### src/rtl/chop_pkg.sv
package chop_pkg;

  typedef enum logic [1:0] {
    PH_IDLE   = 2'd0,
    PH_DRIVE  = 2'd1,
    PH_OFFWIN = 2'd2
  } chopPhase_t;

  typedef struct packed {
    logic offClr;
    logic offInc;
    logic blankClr;
  } chopStrobe_t;

  localparam logic [1:0] BR_OFF   = 2'b00;
  localparam logic [1:0] BR_DRIVE = 2'b01;
  localparam logic [1:0] BR_FAST  = 2'b10;
  localparam logic [1:0] BR_SLOW  = 2'b11;

endpackage

### src/rtl/chop_datapath.sv
module chop_datapath
  import chop_pkg::*;
#(
  parameter int BLANK_CYC = 16,
  parameter int OFF_CYC   = 120,
  localparam int BW = $clog2(BLANK_CYC + 1),
  localparam int OW = $clog2(OFF_CYC + 1)
) (
  input  logic          clk,
  input  logic          rst_n,
  input  chopStrobe_t   strobe,
  output logic          blankDone,
  output logic [OW-1:0] offCnt
);

  localparam logic [BW-1:0] BLANK_LAST = BW'(BLANK_CYC);
  localparam logic [OW-1:0] OFF_LAST   = OW'(OFF_CYC);

  logic [BW-1:0] blankCnt;

  // Blanking counter: restarts on each drive entry and saturates at the limit
  always_ff @(posedge clk) begin
    if (!rst_n)              blankCnt <= '0;
    else if (strobe.blankClr) blankCnt <= '0;
    else if (!blankDone)     blankCnt <= blankCnt + 1'b1;
  end

  assign blankDone = (blankCnt == BLANK_LAST);

  // Off-window cycle counter
  always_ff @(posedge clk) begin
    if (!rst_n)             offCnt <= '0;
    else if (strobe.offClr) offCnt <= '0;
    else if (strobe.offInc) offCnt <= offCnt + 1'b1;
  end

  p_off_bound_r5: assert property (@(posedge clk) disable iff (!rst_n)
    offCnt <= OFF_LAST);

endmodule

### src/rtl/chop_ctrl.sv
module chop_ctrl
  import chop_pkg::*;
#(
  parameter int OFF_CYC  = 120,
  parameter int FAST_CYC = 40,
  localparam int OW = $clog2(OFF_CYC + 1)
) (
  input  logic          clk,
  input  logic          rst_n,
  input  logic          enable,
  input  logic          tripIn,
  input  logic          stepFalling,
  input  logic          forceMixed,
  input  logic          blankDone,
  input  logic [OW-1:0] offCnt,
  output chopStrobe_t   strobe,
  output logic [1:0]    bridgeState
);

  localparam logic [OW-1:0] OFF_LAST  = OW'(OFF_CYC);
  localparam logic [OW-1:0] FAST_LAST = OW'(FAST_CYC);
  localparam logic [OW-1:0] MID_DEAD  = OW'(FAST_CYC + 1);

  chopPhase_t ph, phNext;
  logic       mixedLat, mixedNext;

  always_comb begin
    phNext    = ph;
    mixedNext = mixedLat;
    strobe    = '0;
    unique case (ph)
      PH_IDLE: begin
        if (enable) begin
          phNext          = PH_DRIVE;
          strobe.blankClr = 1'b1;
        end
      end
      PH_DRIVE: begin
        if (tripIn && blankDone) begin
          phNext        = PH_OFFWIN;
          strobe.offClr = 1'b1;
          mixedNext     = stepFalling | forceMixed;
        end
      end
      PH_OFFWIN: begin
        if (offCnt == OFF_LAST) begin
          phNext          = PH_DRIVE;
          strobe.blankClr = 1'b1;
        end else begin
          strobe.offInc = 1'b1;
        end
      end
      default: phNext = PH_IDLE;
    endcase
    if (!enable) phNext = PH_IDLE;
  end

  always_ff @(posedge clk) begin
    if (!rst_n) begin
      ph       <= PH_IDLE;
      mixedLat <= 1'b0;
    end else begin
      ph       <= phNext;
      mixedLat <= mixedNext;
    end
  end

  // Bridge code from phase and off-window position; dead cycles at window edges
  always_comb begin
    bridgeState = BR_OFF;
    if (ph == PH_DRIVE) begin
      bridgeState = BR_DRIVE;
    end else if (ph == PH_OFFWIN) begin
      if (offCnt == '0 || offCnt == OFF_LAST)
        bridgeState = BR_OFF;
      else if (!mixedLat)
        bridgeState = BR_SLOW;
      else if (offCnt <= FAST_LAST)
        bridgeState = BR_FAST;
      else if (offCnt == MID_DEAD)
        bridgeState = BR_OFF;
      else
        bridgeState = BR_SLOW;
    end
  end

  p_off_when_disabled_r1: assert property (@(posedge clk) disable iff (!rst_n)
    !enable |=> bridgeState == BR_OFF);

  p_blank_mask_r3: assert property (@(posedge clk) disable iff (!rst_n)
    (ph == PH_DRIVE && !blankDone && enable) |=> ph == PH_DRIVE);

  p_reblank_r8: assert property (@(posedge clk) disable iff (!rst_n)
    (ph == PH_OFFWIN && offCnt == OFF_LAST && enable) |=> (ph == PH_DRIVE && !blankDone));

  p_dead_between_r9: assert property (@(posedge clk) disable iff (!rst_n)
    (bridgeState != BR_OFF) |=> (bridgeState == BR_OFF || bridgeState == $past(bridgeState)));

  p_mode_hold_r11: assert property (@(posedge clk) disable iff (!rst_n)
    (ph == PH_OFFWIN) |=> (ph != PH_OFFWIN || $stable(mixedLat)));

endmodule

### src/rtl/chop_offtime.sv
module chop_offtime
  import chop_pkg::*;
#(
  parameter int BLANK_CYC = 16,
  parameter int OFF_CYC   = 120,
  parameter int FAST_CYC  = 40,
  localparam int OW = $clog2(OFF_CYC + 1)
) (
  input  logic       clk,
  input  logic       rst_n,
  input  logic       enable,
  input  logic       tripIn,
  input  logic       stepFalling,
  input  logic       forceMixed,
  output logic [1:0] bridgeState
);

  chopStrobe_t   strobe;
  logic          blankDone;
  logic [OW-1:0] offCnt;

  chop_ctrl #(
    .OFF_CYC (OFF_CYC),
    .FAST_CYC(FAST_CYC)
  ) u_ctrl (
    .clk        (clk),
    .rst_n      (rst_n),
    .enable     (enable),
    .tripIn     (tripIn),
    .stepFalling(stepFalling),
    .forceMixed (forceMixed),
    .blankDone  (blankDone),
    .offCnt     (offCnt),
    .strobe     (strobe),
    .bridgeState(bridgeState)
  );

  chop_datapath #(
    .BLANK_CYC(BLANK_CYC),
    .OFF_CYC  (OFF_CYC)
  ) u_dp (
    .clk      (clk),
    .rst_n    (rst_n),
    .strobe   (strobe),
    .blankDone(blankDone),
    .offCnt   (offCnt)
  );

endmodule

### config.mk
export PLATFORM = sky130hd
export DESIGN_NAME = chop_offtime
export DESIGN_NICKNAME = d
export VERILOG_FILES = /design/src/rtl/chop_pkg.sv /design/src/rtl/chop_datapath.sv /design/src/rtl/chop_ctrl.sv /design/src/rtl/chop_offtime.sv
export SDC_FILE = /design/constraint.sdc
export NUM_CORES = 1
export LEC_CHECK = 0
export BUFFER_PORTS_ARGS = -buffer_cell sky130_fd_sc_hd__buf_2
export CORE_MARGIN = 3
export CORE_UTILIZATION = 47
export DETAILED_ROUTE_END_ITERATION = 7
export PLACE_DENSITY = 0.72
export SETUP_SLACK_MARGIN = 0.5
export SLEW_MARGIN = 20
export SYNTH_ARGS = -nofsm -noshare
export SYNTH_HDL_FRONTEND = slang
export SYNTH_HIERARCHICAL = 1
export SYNTH_SLANG_ARGS = --single-unit
export TNS_END_PERCENT = 30
### constraint.sdc
create_clock -name clk -period 1.7 [get_ports clk]
set_input_delay 0.34 -clock clk [delete_from_list [all_inputs] [get_ports clk]]
set_output_delay 0.34 -clock clk [all_outputs]
set_load 0.01 [all_outputs]
==> impl_metrics.py <==
metrics = {
    "outcome": {
        "status": "finished, violations left",
        "violations": "setup timing",
    },
    "route": {
        "drc": 0,
        "via_per_inst": 5.35,
        "final_antenna_net_count": 0,
        "wl_um": 1760,
        "post_drt_wl_per_cell_um": 13.8,
        "firstDrtPassIters": 4,
        "vias": 680,
        "drt_iter0_markers": 7,
    },
    "placed_design": {
        "portBuffers": 7,
        "gp_congestion": 0.803,
        "dp.final_hpwl_um": 1180,
        "place_area_um2": 922,
    },
    "floorplan": {
        "rows": 14,
        "core-area_mm2": 0.00152,
        "die_y_um": 46.6,
        "boundaryPins": 8,
        "die_w_um": 46.6,
        "die-area_mm2": 0.00217,
        "start_util": 0.509,
    },
    "synthesis": {
        "synth.distinct_cells": 32,
        "synth.area.top_cells": "dfxtp_1 (39%), xor2_1 (5.6%), nor2_1 (5.3%)",
        "syn_area_um2": 776,
        "yosysWarningCount": 6,
        "synth_top_area_frac": 0.387,
        "yosysMostFrequentCell": "dfxtp_1",
        "synth-edff-count": 0,
        "synthTopCellsByCount": "dfxtp_1 (15), nor2_1 (11), nand2_1 (6)",
        "synthArstFlopShare": 0,
        "syn_inst": 85,
        "synth.avg_cell_area_um2": 9.13,
        "ys_seq_elements": 15,
        "synth_nets": 94,
        "synth_area_leader_cell": "dfxtp_1",
        "yosysSeqAreaShare": 0.387,
        "synth-main-ff-cell": "dfxtp_1",
    },
    "critical_path": {
        "crit_chain": "or4_4 -> o22ai_2 -> nand2_1 -> a21o_1 -> buf_2",
        "critical_path.slowest_cell": "or4_4",
        "cp-end-kind": "output port",
        "critPathKind": "flop to output port",
        "crit_fanout": 4,
        "cp.arrival_ns": 1.68,
        "cp-start-kind": "flop",
        "slowest_delay_ns": 0.55,
        "required_ns": 1.36,
    },
    "timing": {
        "finalMaxSlewViolations": 0,
        "fin_crit_ns": 2.02,
        "rsz0062_at_grt": "yes",
        "finalSetupViolCount": 6,
        "fin_crit_sh": 1.19,
        "hold_viol_final": 0,
        "max_freq_ghz": 0.494,
        "fin_worst_skew_ns": 0.00138,
        "worstMarginPinSlew_ns": 0.308,
        "setup_slack_ns": -0.323,
        "relSlewSlack": 0.794,
    },
    "final_layout": {
        "fin_nets": 121,
        "nFillCells": 107,
        "stdcell_area_mm2": 0.00107,
        "drive_gt1_frac": 0.486,
        "final_util": 0.705,
        "syn_to_final_growth_pct": 38.5,
        "diodes": 0,
    },
    "cts": {
        "holdBufCountCts": 0,
        "cts_sinks": 15,
        "cts_tree": "built",
        "clkTransAtPathRegs_ns": 0.10,
        "cts-buffers-inserted": 3,
        "cts.path.max_buffers": 2,
        "clock_latency_ns": 0.28,
        "clock-root-buffer": "clkbuf_4",
        "cts_max_level": 1,
    },
    "grt": {
        "grt_pass1_vias": 706,
        "gr-usage-all-layers": 0.193,
        "antenna_found_initial": 0,
        "gr-total-overflow": 0,
        "grt_pass1_wl_um": 3000,
        "grt_max_degree": 10,
    },
    "power": {
        "p_comb_frac": 0.072,
        "swShare": 0.239,
        "p_seq_frac": 0.589,
        "p_leak_nw": 0.452,
        "worst_ir_drop_vdd_uv": 576,
        "clkPwrFrac": 0.339,
        "switching_power_mw": 0.146,
        "power.internal_mw": 0.464,
        "cellPowerDensity_mw_per_mm2": 568,
    },
    "worst_hold_path": {
        "hold_class": "primary input to flop",
    },
    "job": {
        "drv_cap": 0,
    },
}
[repair_timing]
action,CTS,global route
setup buffers,6,1
gates resized for setup,18,4
pin swaps,15,7
endpoints found under the setup margin,17,17
cloned,0,0
[state kept, by name, indices dropped and copies added (netlist names)]
signal,flops
u_dp/blankCnt,5
u_dp/offCnt,7
u_ctrl/mixedLat,1
u_ctrl/ph,2
[per-layer routing]
metal / global-route usage / wire length (um) / part of all wire / vias to the layer above
met3: 0.0313 / 42 / 0.024 / 2
li1: - / - / - / 351
met4: 0.0497 / 5 / 0.0028 / 0
met5: 0 / 0 / 0 / -
met1: 0.241 / 825 / 0.47 / 319
met2: 0.341 / 883 / 0.50 / 8
[final timing paths]
path	from	end	slack, ns	depth (start not counted)
worst max register to register	u_dp/offCnt[0]	u_dp/blankCnt[2]	-0.12	8
worst min-delay path	stepFalling	u_ctrl/mixedLat	0.30	2
worst max-delay path	u_dp/offCnt[6]	bridgeState[0]	-0.32	5
worst min register to register	u_dp/blankCnt[4]	u_dp/blankCnt[4]	0.56	2
[area by class of cell]
| cell class | instances | area, um2 | area share |
|---|---|---|---|
| multi-input cells | 65 | 534 | 0.497 |
| flip-flops and latches | 15 | 310 | 0.289 |
| repair buffers | 23 | 163 | 0.151 |
| clock buffers | 3 | 22.5 | 0.0210 |
| inverters | 4 | 20.0 | 0.0186 |
| well taps | 16 | 20.0 | 0.0186 |
| clock inverters | 1 | 5.00 | 0.00466 |
[stage by stage]
stage	setup slack (ns)	hold WS, ns	TNS (ns)	power, mW	std cells
final	-0.323	0.303	-0.792	0.610	127
after global routing	-0.373	0.313	-1.23	0.636	127
after CTS	-0.293	0.296	-0.598	0.615	126
after detailed placement	-0.00567	0.523	-0.00676	0.406	116
after global placement	0.0153	0.499	0	0.404	116
after floorplan	0.0826	0.470	0	0.391	85
[placed cells by master, fill, tap and decap left out, types with 3 or more instances in the layout]
master and n:
a21oi_1 3, buf_2 7, buf_4 14, clkbuf_4 3, dfxtp_1 9, dfxtp_2 5, ha_1 3, inv_1 3
nand2_1 4, nand4_1 3, nor2_1 8, nor2_2 3, xnor2_1 3, xor2_1 5
[critical path: cells and delay by family, from the launching register on]
kind	cells	cell delay [ns]
simple gates	2	0.62
compound gates	2	0.31
flops	1	0.34
buf+inv	1	0.13
[cells by family (layout without fill, tap and decap cells)]
family | Yosys count | after routing | share of synthesized area
DFF | 15 | 15 | 0.387
muxes | 2 | 2 | 0.0258
adders and majority gates | 3 | 3 | 0.0484
xor gates and xnor gates | 8 | 8 | 0.0903
AOI/OAI and AO/OA | 15 | 15 | 0.131
buffers and inverters | 5 | 31 | 0.0339
and+or+nand+nor | 37 | 37 | 0.284
[power by group through the flow]
| stage | clock network (mW) | registers [mW] | logic, mW |
|---|---|---|---|
| 2_1_floorplan | 0 | 0.366 | 0.0247 |
| 3_3_place_gp | 0 | 0.367 | 0.0370 |
| 3_5_place_dp | 0 | 0.367 | 0.0390 |
| 4_1_cts | 0.216 | 0.359 | 0.0400 |
| 5_1_grt | 0.226 | 0.360 | 0.0497 |
| 6_report | 0.207 | 0.360 | 0.0440 |
Power figures use the tool's default switching activity.
